<file path="config.mk">
export PLATFORM = sky130hd
export DESIGN_NAME = plru_tree_repl
export DESIGN_NICKNAME = d
export VERILOG_FILES = /design/src/rtl/plru_pkg.sv /design/src/rtl/plru_state_store.sv /design/src/rtl/plru_path_update.sv /design/src/rtl/plru_victim_pick.sv /design/src/rtl/plru_tree_repl.sv
export SDC_FILE = /design/constraint.sdc
export NUM_CORES = 1
export LEC_CHECK = 0
export ABC_AREA = 1
export BUFFER_PORTS_ARGS = -buffer_cell sky130_fd_sc_hd__buf_2
export CAP_MARGIN = 10
export CORE_MARGIN = 4
export CORE_UTILIZATION = 30
export CTS_CLUSTER_SIZE = 40
export DETAILED_ROUTE_END_ITERATION = 10
export PLACE_DENSITY = 0.48
export SLEW_MARGIN = 25
export SYNTH_ARGS = -nofsm -noshare
export SYNTH_HDL_FRONTEND = slang
export SYNTH_HIERARCHICAL = 1
export SYNTH_SLANG_ARGS = --single-unit
</file>
<file path="constraint.sdc">
create_clock -name clk -period 2.45 [get_ports clk]
set_clock_uncertainty 0.2 [all_clocks]
set_input_delay 0.245 -clock clk [delete_from_list [all_inputs] [get_ports clk]]
set_output_delay 0.245 -clock clk [all_outputs]
set_load 0.05 [all_outputs]
</file>
<file path="src/rtl/plru_pkg.sv">
package plru_pkg;
  localparam int WAYS   = 4;
  localparam int WAY_W  = 2;

  typedef logic [WAY_W-1:0] way_t;

  typedef struct packed {
    logic root;   // 0: pair {0,1}, 1: pair {2,3}
    logic lo;     // within {0,1}: 0 -> way 0, 1 -> way 1
    logic hi;     // within {2,3}: 0 -> way 2, 1 -> way 3
  } tree_t;

  localparam int TREE_W = $bits(tree_t);
endpackage

</file>
<file path="src/rtl/plru_state_store.sv">
module plru_state_store
  import plru_pkg::*;
#(
  parameter int NUM_SETS = 64,
  parameter int SET_W    = 6
) (
  input  logic             clk,
  input  logic             rst,
  input  logic             wr_en,
  input  logic [SET_W-1:0] wr_set,
  input  tree_t            wr_data,
  input  logic [SET_W-1:0] rd_a_set,
  output tree_t            rd_a_data,
  input  logic [SET_W-1:0] rd_b_set,
  output tree_t            rd_b_data
);
  tree_t state_q [NUM_SETS];

  always_ff @(posedge clk) begin
    if (rst) begin
      for (int i = 0; i < NUM_SETS; i++) begin
        state_q[i] <= '0;
      end
    end else if (wr_en) begin
      state_q[wr_set] <= wr_data;
    end
  end

  assign rd_a_data = state_q[rd_a_set];
  assign rd_b_data = state_q[rd_b_set];
endmodule

</file>
<file path="src/rtl/plru_path_update.sv">
module plru_path_update
  import plru_pkg::*;
(
  input  tree_t cur,
  input  way_t  way,
  output tree_t nxt
);
  always_comb begin
    nxt      = cur;
    nxt.root = ~way[1];
    if (way[1]) begin
      nxt.hi = ~way[0];
    end else begin
      nxt.lo = ~way[0];
    end
  end
endmodule

</file>
<file path="src/rtl/plru_victim_pick.sv">
module plru_victim_pick
  import plru_pkg::*;
(
  input  tree_t tree,
  output way_t  way
);
  always_comb begin
    way[1] = tree.root;
    way[0] = tree.root ? tree.hi : tree.lo;
  end
endmodule

</file>
<file path="src/rtl/plru_tree_repl.sv">
module plru_tree_repl
  import plru_pkg::*;
#(
  parameter int NUM_SETS = 64,
  localparam int SET_W   = (NUM_SETS > 1) ? $clog2(NUM_SETS) : 1
) (
  input  logic             clk,
  input  logic             rst,
  input  logic             acc_en,
  input  logic [SET_W-1:0] acc_set,
  input  logic [1:0]       acc_way,
  input  logic [SET_W-1:0] qry_set,
  output logic [1:0]       victim
);
  tree_t acc_cur;
  tree_t acc_nxt;
  tree_t qry_cur;
  way_t  pick;

  plru_state_store #(
    .NUM_SETS (NUM_SETS),
    .SET_W    (SET_W)
  ) u_store (
    .clk       (clk),
    .rst       (rst),
    .wr_en     (acc_en),
    .wr_set    (acc_set),
    .wr_data   (acc_nxt),
    .rd_a_set  (acc_set),
    .rd_a_data (acc_cur),
    .rd_b_set  (qry_set),
    .rd_b_data (qry_cur)
  );

  plru_path_update u_update (
    .cur (acc_cur),
    .way (acc_way),
    .nxt (acc_nxt)
  );

  plru_victim_pick u_pick (
    .tree (qry_cur),
    .way  (pick)
  );

  assign victim = pick;
endmodule

</file>
Yosys cells after proc, flatten, opt, wreduce, memory -nomap -nowiden
Memory sizes are Yosys's and may differ from the RTL's.
Cells that the tools add are included.
{ "op_classes": {"eq_ne": 2, "muxes": 11, "n_bitwise": 2, "n_reduce_logical": 3} }
{ "ops": {"columns": ["op", "count"], "rows": [
  ["$mux 1", 8],
  ["$mux 3", 2],
  ["$mux 6", 1],
  ["$reduce_and 2->1", 2],
  ["$reduce_or 3->1", 1],
  ["$ne 1x1->1 const B", 2],
  ["$not 1->1", 2]
]} }
{ "totals": {"ff_bits": 0, "mem_bits_rw": 192, "input_bits": 17, "output_inout_bits": 2, "elab_cells": 19, "memories": 1} }
{ "mem_list": {"columns": ["name", "words", "width", "rd", "rd_clocked_by_memory_dff", "wr", "line_no", "source"], "rows": [
  ["u_store.state_q", 64, 3, 1, 0, 64, "plru_state_store.sv:17", "tree_t state_q [NUM_SETS];"]
]} }

Depth between registers and ports, before layout
Gate-level depths: netlist (run 1).
{ "logic_depth": {"depth_word": 6, "mapped_depth": 17, "ltp_nobuf": 13} }

Modules after synthesis
Netlist (run 1), hierarchy kept.
{ "modules_own_cells": {"columns": ["module", "instances", "cells_each", "area_per_inst_um2", "seq_area_each_um2"], "rows": [
  ["plru_state_store", 1, 1475, 11162.0, 5765.5],
  ["plru_path_update", 1, 7, 27.5, 0.0],
  ["plru_victim_pick", 1, 5, 22.5, 0.0]
]} }

Worst setup path before layout (run 1)
No wires, ideal clock.
{ "synth_path": {"path_kind": "in2reg", "start": "input acc_set[1]", "end": "memory u_store/state_q[0][1] (netlist name) (data pin)", "setup_ns": 0.266, "arrival_ns": 1.895, "required_ns": 1.984, "slack_ns": 0.089, "path_stages": 15, "path_buffers": 3, "cell_sequence": "inv_1 clkbuf_1 buf_1 nand3_1 nand3_1 nand2_1 nand2_1 nand3_1 nand3_1 nand2_1 nand2_1 o21ai_0 inv_2 clkbuf_1 nor2_1"} }
{ "synth_lines": {"columns": ["item", "line_no", "source"], "rows": [
  ["start, declared", "plru_tree_repl.sv:10", "input logic [SET_W-1:0] acc_set,"],
  ["end, declared", "plru_state_store.sv:17", null]
]} }

Worst setup path after layout (run 1)
{ "layout_path": {"start": "input qry_set[0]", "end": "output victim[0]"} }
{ "layout_between": {"elab_chain_cells": 2} }
{ "layout_rtl": {"columns": ["item", "line_no", "source"], "rows": [
  ["start, declared", "plru_tree_repl.sv:12", "input logic [SET_W-1:0] qry_set,"],
  ["$mem_v2 64x3", null, null],
  ["$mux 1", "plru_victim_pick.sv:9", "way[0] = tree.root ? tree.hi : tree.lo;"],
  ["end, declared", "plru_tree_repl.sv:13", "output logic [1:0] victim"]
]} }
Every way passes these cells.

==> reports/metrics.csv, run 1 <==
stage;metric;value;unit
status;outcome;finished clean;
floorplan;io_pins;19;
global_routing;grt_max_degree;65;
global_routing;grt_usage;18.2;%
power_and_ir_drop;clock_power_share;39.1;%
power_and_ir_drop;intPower;5.92;mW
global_routing;antenna_found_initial;1;
synth;netlist_area;10600;µm²
power_and_ir_drop;power.switching;2.15;mW
layout;fin_util;36.5;%
worst_setup_path;cp-start-kind;input port;
clock_tree;cts.sinks;192;
layout;diodes;0;
worst_setup_path;path_max_fanout;11;
timing;period_needed;2.36;ns
synth;syn_area_per_cell;7.87;µm²
layout;nFillCells;3614;
timing;worst_pin_slew;0.922;ns
place;io_buffers;18;
floorplan;dieArea;38500;µm²
layout;largest-register;u_store/state_q;
timing;setup_viol;0;
clock_tree;hold_buffers;0;
worst_setup_path;cp.required;2.01;ns
layout;largest_reg_flops;192;
global_routing;grt_pass1_wl;54300;µm
worst_setup_path;cp.arrival;1.91;ns
power_and_ir_drop;power.leakage;5.21;nW
clock_tree;clk_pin_slew_worst_paths;0.08;ns
floorplan;rows;68;
clock_tree;cts_buffer_depth;2;
floorplan;die_h;196;µm
detailed_routing;drc;0;
place;globalplace.congestion;0.855;
floorplan;initial_core_util;30.6;%
place;dp_hpwl;23800;µm
layout;nets;1400;
clock_tree;cts_tree;yes;
timing;maxSlewViolCount;0;
detailed_routing;first_iter_violations;1003;
synth;synthesis.nets;1369;
timing;finalSetupTns;0;ns
worst_setup_path;critPathCaptureType;output port;
power_and_ir_drop;ir_worst_vdd;0.510;mV
timing;fin_ws;0.0912;ns
global_routing;grt_pass1_vias;9280;
global_routing;grt_overflow_total;0;
power_and_ir_drop;power_density;636;nW/µm²
detailed_routing;wire_per_inst;19.3;µm
hold_path;hold_class;in -> reg;
timing;period_share;96.3;%
run;max_cap_violations;0;
detailed_routing;first_pass_iters;5;
floorplan;die_x;196;µm
clock_tree;root_buffer;clkbuf_16;
floorplan;core;34800;µm²
detailed_routing;vias_per_cell;5.14;
place;post-place-cells;1810;
timing;clock.fmax;0.424;GHz
layout;area_growth;19.3;%
clock_tree;worstSkewPairLatency;0.45;ns
clock_tree;htreeDepth;4;
layout;drive_gt1_share;13.9;%
detailed_routing;num_vias;9507;
layout;largest_registers;u_store/state_q (192);
power_and_ir_drop;swShare;26.6;%
synth;postSynthCellCount;1352;
layout;stdcell_count;1851;
power_and_ir_drop;totalPowerFinal;8.07;mW
clock_tree;cts_buffers;17;
synth;yosysWarnings;6;
worst_setup_path;critPathKind;in -> out;
detailed_routing;totalWireLength;35800;µm
power_and_ir_drop;p_seq_share;47.1;%
detailed_routing;postRouteAntennaNets;0;
timing;max_slew_margin;38.5;%
power_and_ir_drop;p_comb_share;13.8;%
timing;hold_violations;0;
place;dpl_worst_slack;-0.0871;ns
==> what timing repair did <==
action | CTS | global route
gates resized for setup | 4 | 29
endpoints found under the setup margin | 2 | 2
buffers inserted | 0 | 7
pin swaps | 0 | 23
cloned | 0 | 2
==> layout make-up <==
cell class,instances,area (µm²),area share (%)
repair buffers,118,1140,8.95
clock buffers,18,429,3.38
well taps,455,569,4.49
inverters,26,97.6,0.769
multi-input cells,1028,4470,35.2
flip-flops and latches,192,5770,45.4
clock inverters,14,226,1.78
==> placed cells by master (no fill, tap or decap) <==
cell	count
nand2_1	531
nand3_1	249
nor2_1	198
edfxtp_1	192
buf_4	81
nand3_2	21
clkbuf_16	19
buf_12	18
inv_1	16
buf_2	15
inv_2	9
nor3_1	8
nand2_2	7
nor4_4	6
bufinv_16	5
nand4_1	5
inv_6	4
clkinv_4	2
nor4_2	2
clkinvlp_4	1
clkbuf_1	1
clkinv_2	1
inv_8	1
buf_8	1
clkinv_1	1
buf_16	1
o21ai_0	1
==> per-stage QoR <==
stage	instance area (µm²)	hold slack [ns]
2_1_floorplan	10600	0.342
3_3_place_gp	11800	0.753
3_5_place_dp	11800	0.744
4_1_cts	12500	0.263
5_1_grt	12700	0.285
6_report	12700	0.255
==> worst paths after layout <==
check | from | to | slack [ns] | depth (start not counted)
worst min register to register | u_store/state_q[40][1]$_SDFFCE_PN0P_ | u_store/state_q[37][1]$_SDFFCE_PN0P_ | 1.26 | 13
worst min-delay path | acc_way[1] | u_store/state_q[30][2]$_SDFFCE_PN0P_ | 0.26 | 5
worst max-delay path | qry_set[0] | victim[0] | 0.09 | 16
worst max register to register | u_store/state_q[11][0]$_SDFFCE_PN0P_ | u_store/state_q[6][0]$_SDFFCE_PN0P_ | 0.20 | 14
==> per-layer routing <==
metal | track usage [%] | vias to the layer above | part of all wire [%]
met5 | 0 | - | 0.036
met4 | 5.09 | 2 | 1.5
met3 | 2.95 | 39 | 5.9
met2 | 29.6 | 311 | 47
met1 | 25.4 | 4621 | 45
li1 | - | 4534 | -
==> critical path: stages <==
cell and delay [ns]:
buf_4 0.13, inv_2 0.07, buf_4 0.20, clkbuf_16 0.20, nand2_1 0.06, nand3_1 0.09
nand3_2 0.10, nand2_2 0.11, nand2_2 0.06, nand3_2 0.10, nand3_2 0.08, nand2_2 0.09
inv_1 0.05, nand2_1 0.06, nand2_2 0.09, buf_8 0.16
==> power groups by stage <==
stage	Clock, mW	Sequential (mW)	Combinational [mW]
final	3.15	3.80	1.11
after global routing	3.36	3.81	1.21
after CTS	3.21	3.80	1.06
after detailed placement	0	3.88	1.05
after global placement	0	3.87	1.05
after floorplan	0	3.84	0.630
Power figures use the tool's default switching activity.
==> inputs of run 2 (changes only) <==
--- a/config.mk
+++ b/config.mk
@@ -8,6 +8,7 @@
 export ABC_AREA = 1
 export BUFFER_PORTS_ARGS = -buffer_cell sky130_fd_sc_hd__buf_2
 export CAP_MARGIN = 10
+export CORE_ASPECT_RATIO = 1.4
 export CORE_MARGIN = 4
 export CORE_UTILIZATION = 30
 export CTS_CLUSTER_SIZE = 40
==> reports/metrics.csv, run 2 (synthesized netlist as in run 1, its figures left out) <==
stage;metric;value;unit;change
status;outcome;finished clean;;unchanged
detailed_routing;totalWireLength;35500;µm;was 35800 µm
layout;area_growth;16.9;%;was 19.3%
timing;period_share;96.3;%;about the same
worst_setup_path;path_max_fanout;2;;was 11
worst_setup_path;cp.buffers_inverters;1;;was 6
layout;layout_common_cells;531 x nand2_1, 257 x nand3_1, 198 x nor2_1, 192 x edfxtp_1, 58 x buf_4;;was 531 x nand2_1, 249 x nand3_1, 198 x nor2_1, 192 x edfxtp_1, 81 x buf_4
worst_setup_path;cp_top_family;simple AND/OR/NAND/NOR gates;;unchanged
worst_setup_path;r2r_cells;14;;unchanged
hold_path;hold_path_end;u_store/state_q[38][2]$_SDFFCE_PN0P_;;was u_store/state_q[30][2]$_SDFFCE_PN0P_
clock_tree;cts_buffers;17;;unchanged
worst_setup_path;r2r_end;u_store/state_q[36][0]$_SDFFCE_PN0P_;;was u_store/state_q[6][0]$_SDFFCE_PN0P_
global_routing;met2_usage;33.4;%;was 29.6%
place;dp_hpwl;23700;µm;was 23800 µm
run;max_cap_violations;0;;unchanged
timing;setup_viol;0;;unchanged
detailed_routing;drc;0;;unchanged
power_and_ir_drop;ir_worst_vdd;0.496;mV;was 0.510 mV
detailed_routing;first_iter_violations;707;;was 1003
place;globalplace.congestion;0.829;;was 0.855
clock_tree;cts.sinks;192;;unchanged
clock_tree;cts_tree;yes;;unchanged
clock_tree;htreeDepth;4;;unchanged
floorplan;die_x;167;µm;was 196 µm
worst_setup_path;critPathMaxStageDelay;0.40;ns;was 0.20 ns
power_and_ir_drop;power_density;631;nW/µm²;was 636 nW/µm²
clock_tree;cts_buffer_depth;2;;unchanged
worst_setup_path;path_cells;nand2_1, nand3_1, nand3_1, nand2_1, nand2_1, nand3_1, nand3_1, nand2_1, nand2_1, nand2_2, buf_8;;was buf_4, inv_2, buf_4, clkbuf_16, nand2_1, nand3_1, nand3_2, nand2_2, nand2_2, nand3_2, nand3_2, nand2_2, inv_1, nand2_1, nand2_2, buf_8
worst_setup_path;critPathCaptureType;output port;;unchanged
detailed_routing;vias_per_cell;5.07;;was 5.14
worst_setup_path;r2r_slack;0.22;ns;was 0.20 ns
detailed_routing;first_pass_iters;7;;was 5
timing;period_needed;2.36;ns;about the same
clock_tree;root_buffer;clkbuf_16;;unchanged
timing;worst_pin_slew;0.914;ns;was 0.922 ns
timing;maxSlewViolCount;0;;unchanged
floorplan;dieArea;38600;µm²;was 38500 µm²
clock_tree;worstSkewPairLatency;0.46;ns;was 0.45 ns
floorplan;core;35000;µm²;was 34800 µm²
timing;hold_violations;0;;unchanged
place;placedInstanceArea;11700;µm²;was 11800 µm²
worst_setup_path;worstReg2RegStart;u_store/state_q[4][0]$_SDFFCE_PN0P_;;was u_store/state_q[11][0]$_SDFFCE_PN0P_
layout;final_common_cell;nand2_1;;unchanged
clock_tree;clk_pin_slew_worst_paths;0.06;ns;was 0.08 ns
global_routing;grt_max_degree;65;;unchanged
layout;largest-register;u_store/state_q;;unchanged
global_routing;global_route.usage.met1;21.8;%;was 25.4%
floorplan;io_pins;19;;unchanged
layout;largest_registers;u_store/state_q (192);;unchanged
layout;largest_reg_flops;192;;unchanged
floorplan;die_h;231;µm;was 196 µm
hold_path;hold_path.startpoint;acc_set[2];;was acc_way[1]
timing;clock.fmax;0.424;GHz;about the same
worst_setup_path;cp.required;2.01;ns;about the same
worst_setup_path;cp.arrival;1.91;ns;about the same
layout;nets;1379;;was 1400
hold_path;hold_class;in -> reg;;unchanged
timing;max_slew_margin;39.0;%;was 38.5%
detailed_routing;postRouteAntennaNets;0;;unchanged
detailed_routing;num_vias;9264;;was 9507
global_routing;busiest_layer;met2;;unchanged
layout;diodes;0;;unchanged
worst_setup_path;critPathKind;reg -> out;;was in -> out
place;io_buffers;18;;unchanged
layout;final_area;12400;µm²;was 12700 µm²
global_routing;grt_usage;18.3;%;was 18.2%
global_routing;grt_pass1_wl;54000;µm;was 54300 µm
worst_setup_path;cp-start-kind;flop;;was input port
timing;whs;0.291;ns;was 0.255 ns
global_routing;grt_overflow_total;0;;unchanged
global_routing;antenna_found_initial;0;;was 1
detailed_routing;wire_per_inst;19.4;µm;was 19.3 µm
power_and_ir_drop;power.leakage;5.06;nW;was 5.21 nW
floorplan;rows;81;;was 68
global_routing;grtUsageMet3;2.47;%;was 2.95%
layout;drive_gt1_share;11.4;%;was 13.9%
worst_setup_path;cp_common_cell;nand2_1;;was nand2_2
global_routing;grt_pass1_vias;9276;;was 9280
worst_setup_path;cp_slowest_cell;edfxtp_1;;was buf_4
hold_path;hold_path_depth;4;;was 5
floorplan;initial_core_util;30.4;%;was 30.6%
## run 2: cell count changes in the layout (fill, tap and decap cells not counted), sizes merged
cell	previous run	this run
buf	116	95
clkbuf	20	22
clkinv	4	5
clkinvlp	1	0
inv	30	25
## run 2: metrics by stage
step                utilization (%)  cells  total power [mW]  setup TNS, ns  setup WS [ns]
global placement               33.5   1797              4.93              0         0.0136
finish                         35.6   1828              7.85              0         0.0903
detailed placement             33.5   1797              4.93         -0.149        -0.0167
CTS                            35.2   1826              7.88              0       0.000782
global route                   35.6   1828              8.13       -0.00549       -0.00549
floorplan                         -   1352              4.47              0          0.131
## run 2: worst max path at each step
stage                                         start                                   end  slack, ns  depth (start not counted)
5_1_grt        u_store/state_q[36][2]$_SDFFCE_PN0P_                             victim[0]     -0.005                         12
6_report       u_store/state_q[34][0]$_SDFFCE_PN0P_                             victim[0]       0.09                         11
3_3_place_gp                             acc_set[1]  u_store/state_q[30][1]$_SDFFCE_PN0P_       0.01                         15
4_1_cts        u_store/state_q[39][2]$_SDFFCE_PN0P_                             victim[0]     0.0008                         12
3_5_place_dp                             acc_set[0]  u_store/state_q[23][0]$_SDFFCE_PN0P_      -0.02                         15
2_1_floorplan                            acc_set[0]   u_store/state_q[0][1]$_SDFFCE_PN0P_       0.13                         17
## run 2: area by class of cell
cell class	count	area, µm²
clock buffer	20	437
clock inverter	9	166
fill	3626	22500
inverter	26	97.6
multi-input combinational	1028	4430
sequential	192	5770
tap	456	571
timing repair buffer	97	977
## run 2: what timing repair did
item	CTS	global route
hold buffers	0	0
endpoints found under the setup margin	1	2
setup buffers	0	1
gates cloned	0	1
endpoints found under the hold margin	0	0
pin swaps	0	5
resized for setup	2	24
## run 2: per-layer routing
layer  wire, µm  vias up  part of all wire, %
met3       1300       54                  3.7
met2      18600      246                   52
met4        970        0                  2.7
li1           -     4487                    -
met5          0        -                    0
met1      14600     4477                   41
## run 2: worst reg2reg max path: stages, from the launching register on
cell and delay [ns]:
edfxtp_1 0.40, buf_4 0.15, nand2_1 0.05, nand3_1 0.06, nand3_1 0.09, nand2_1 0.10, nand2_1 0.07, nand3_1 0.09
nand3_1 0.09, nand2_1 0.10, nand2_1 0.08, nand2_1 0.06, inv_2 0.11, buf_12 0.23, nor2_1 0.10
## run 2: power by group
group	leakage, nW	switching, mW	internal, mW
registers	1.94	0.0629	3.74
logic	2.83	0.761	0.331
clock network	0.292	1.18	1.78
total	5.06	2.00	5.85
==> inputs of run 3 (changes only) <==
--- a/config.mk
+++ b/config.mk
@@ -10,10 +10,11 @@
 export CAP_MARGIN = 10
 export CORE_ASPECT_RATIO = 1.4
 export CORE_MARGIN = 4
-export CORE_UTILIZATION = 30
+export CORE_UTILIZATION = 58
 export CTS_CLUSTER_SIZE = 40
 export DETAILED_ROUTE_END_ITERATION = 10
-export PLACE_DENSITY = 0.48
+export MAX_ROUTING_LAYER = met4
+export PLACE_DENSITY = 0.79
 export SLEW_MARGIN = 25
 export SYNTH_ARGS = -nofsm -noshare
 export SYNTH_HDL_FRONTEND = slang
==> reports/metrics.csv, run 3 (synthesized netlist as in run 1, its figures left out) <==
stage;metric;value;unit;change
power_and_ir_drop;power.switching;2.11;mW;was 2.00 mW
worst_setup_path;cp_common_cell;nand2_1;;unchanged
power_and_ir_drop;ir_worst_vdd;0.396;mV;was 0.496 mV
global_routing;grt_pass1_vias;9156;;was 9276
power_and_ir_drop;p_seq_share;49.9;%;was 48.4%
power_and_ir_drop;clock_power_share;36.8;%;was 37.7%
clock_tree;clk_pin_slew_worst_paths;0.07;ns;was 0.06 ns
floorplan;io_pins;19;;unchanged
detailed_routing;drc;0;;unchanged
timing;worst_pin_slew;0.845;ns;was 0.914 ns
timing;maxSlewViolCount;0;;unchanged
power_and_ir_drop;intPower;5.49;mW;was 5.85 mW
timing;max_slew_margin;43.6;%;was 39.0%
clock_tree;root_buffer;clkbuf_16;;unchanged
layout;stdcell_count;1587;;was 1828
layout;largest-register;u_store/state_q;;unchanged
clock_tree;cts_buffers;17;;unchanged
clock_tree;cts_buffer_depth;2;;unchanged
timing;setup_viol;0;;unchanged
floorplan;dieArea;20600;µm²;was 38600 µm²
detailed_routing;num_vias;9611;;was 9264
timing;hold_violations;0;;unchanged
worst_setup_path;cp.buffers_inverters;1;;unchanged
detailed_routing;postRouteAntennaNets;0;;unchanged
worst_setup_path;path_cells;nand2_1, nand3_1, nand3_1, nand2_1, nand2_1, nand3_1, nand3_1, nand2_1, nand2_1, nand2_1, buf_6;;was nand2_1, nand3_1, nand3_1, nand2_1, nand2_1, nand3_1, nand3_1, nand2_1, nand2_1, nand2_2, buf_8
floorplan;initial_core_util;59.1;%;was 30.4%
worst_setup_path;cp.arrival;1.91;ns;about the same
place;post-place-cells;1554;;was 1797
layout;fin_util;65.9;%;was 35.6%
floorplan;die_x;122;µm;was 167 µm
power_and_ir_drop;power_density;640;nW/µm²;was 631 nW/µm²
place;globalplace.congestion;1.00;;was 0.829
worst_setup_path;critPathMaxStageDelay;0.43;ns;was 0.40 ns
timing;period_share;96.3;%;about the same
clock_tree;htreeDepth;4;;unchanged
clock_tree;cts_tree;yes;;unchanged
power_and_ir_drop;totalPowerFinal;7.60;mW;was 7.85 mW
layout;largest_registers;u_store/state_q (192);;unchanged
global_routing;grt_overflow_total;0;;unchanged
worst_setup_path;path_max_fanout;2;;unchanged
worst_setup_path;critPathCaptureType;output port;;unchanged
global_routing;antenna_found_initial;0;;unchanged
detailed_routing;first_pass_iters;6;;was 7
timing;fin_ws;0.0906;ns;was 0.0903 ns
power_and_ir_drop;swShare;27.7;%;was 25.5%
worst_setup_path;cp_num_cells;11;;unchanged
floorplan;die_h;168;µm;was 231 µm
place;dpl_worst_slack;0.0188;ns;was -0.0167 ns
timing;period_needed;2.36;ns;about the same
place;io_buffers;18;;unchanged
floorplan;rows;58;;was 81
layout;largest_reg_flops;192;;unchanged
layout;nets;1350;;was 1379
global_routing;grt_usage;31.2;%;was 18.3%
worst_setup_path;cp-start-kind;flop;;unchanged
layout;drive_gt1_share;9.51;%;was 11.4%
status;outcome;finished clean;;unchanged
detailed_routing;vias_per_cell;6.06;;was 5.07
clock_tree;worstSkewPairLatency;0.44;ns;was 0.46 ns
power_and_ir_drop;p_comb_share;13.3;%;was 13.9%
worst_setup_path;critPathKind;reg -> out;;unchanged
floorplan;core;18000;µm²;was 35000 µm²
run;max_cap_violations;0;;unchanged
layout;area_growth;11.6;%;was 16.9%
place;dp_hpwl;19400;µm;was 23700 µm
worst_setup_path;cp_top_family;simple AND/OR/NAND/NOR gates;;unchanged
hold_path;hold_class;in -> reg;;unchanged
detailed_routing;first_iter_violations;1567;;was 707
detailed_routing;totalWireLength;30500;µm;was 35500 µm
worst_setup_path;cp.required;2.01;ns;about the same
global_routing;grt_max_degree;65;;unchanged
worst_setup_path;cp_slowest_cell;edfxtp_1;;unchanged
timing;whs;0.226;ns;was 0.291 ns
worst_setup_path;r2r_cells;13;;was 14
detailed_routing;wire_per_inst;19.2;µm;was 19.4 µm
power_and_ir_drop;power.leakage;4.90;nW;was 5.06 nW
timing;clock.fmax;0.424;GHz;about the same
clock_tree;cts_setup_buffers;0;;unchanged
global_routing;grt_pass1_wl;48000;µm;was 54000 µm
layout;layout_common_cells;535 x nand2_1, 262 x nand3_1, 198 x nor2_1, 192 x edfxtp_1, 30 x buf_4;;was 531 x nand2_1, 257 x nand3_1, 198 x nor2_1, 192 x edfxtp_1, 58 x buf_4
layout;final_common_cell;nand2_1;;unchanged
clock_tree;cts.sinks;192;;unchanged
hold_path;hold_path_depth;4;;unchanged
[run 3: cell types whose count changed in the layout (fill, tap and decap cells not counted), sizes merged]
cell    change
clkbuf      -5
diode       +1
clkinv      +2
inv         +8
buf        -27
bufinv      -4
[run 3: area by class of cell]
cell class / count / area, µm²
Fill cell: 1551 / 6130
Inverter: 26 / 97.6
Clock inverter: 15 / 174
Sequential cell: 192 / 5770
Timing Repair Buffer: 68 / 713
Multi-Input combinational cell: 1028 / 4390
Tap cell: 240 / 300
Clock buffer: 17 / 425
Antenna cell: 1 / 2.50
[run 3: tightest hold or removal path, stage by stage]
cell	delay (ns)
buf_2	0.15
nor3_1	0.12
nand2_1	0.13
nor2_1	0.05
[run 3: path summary, 6_finish.rpt]
check                                         endpoint  slack, ns                            startpoint
setup / recovery                             victim[0]       0.09   u_store/state_q[9][1]$_SDFFCE_PN0P_
hold / removal    u_store/state_q[21][2]$_SDFFCE_PN0P_       0.23                            acc_set[3]
setup reg to reg   u_store/state_q[6][1]$_SDFFCE_PN0P_       0.22  u_store/state_q[46][1]$_SDFFCE_PN0P_
hold reg to reg   u_store/state_q[52][0]$_SDFFCE_PN0P_       1.23  u_store/state_q[50][0]$_SDFFCE_PN0P_
[run 3: layer usage]
metal  vias up  share of wire [%]  global-route usage [%]
met4         0                5.0                    16.2
met5         -                  0                       -
met1      4437                 36                    38.7
met2       606                 49                    49.5
met3       131                9.2                    4.60
li1       4437                  -                       -
[run 3: timing repair]
item / CTS / global route
endpoints found under the setup margin: 1 / 2
hold buffers: 0 / 0
gates resized for setup: 1 / 13
pin swaps: 0 / 1
[run 3: per-stage QoR]
stage | setup TNS (ns) | instance area [µm²]
after global placement | 0 | 11200
final | 0 | 11900
after CTS | 0 | 11800
after floorplan | 0 | 10600
after detailed placement | 0 | 11200
after global routing | -0.0388 | 11900
[run 3: power groups by stage]
| stage | clock [mW] | combinational (mW) | sequential, mW |
|---|---|---|---|
| 3_3_place_gp | 0 | 0.959 | 3.86 |
| 3_5_place_dp | 0 | 0.969 | 3.87 |
| 6_report | 2.79 | 1.01 | 3.80 |
| 2_1_floorplan | 0 | 0.630 | 3.84 |
| 4_1_cts | 2.83 | 0.977 | 3.79 |
| 5_1_grt | 2.96 | 1.09 | 3.81 |
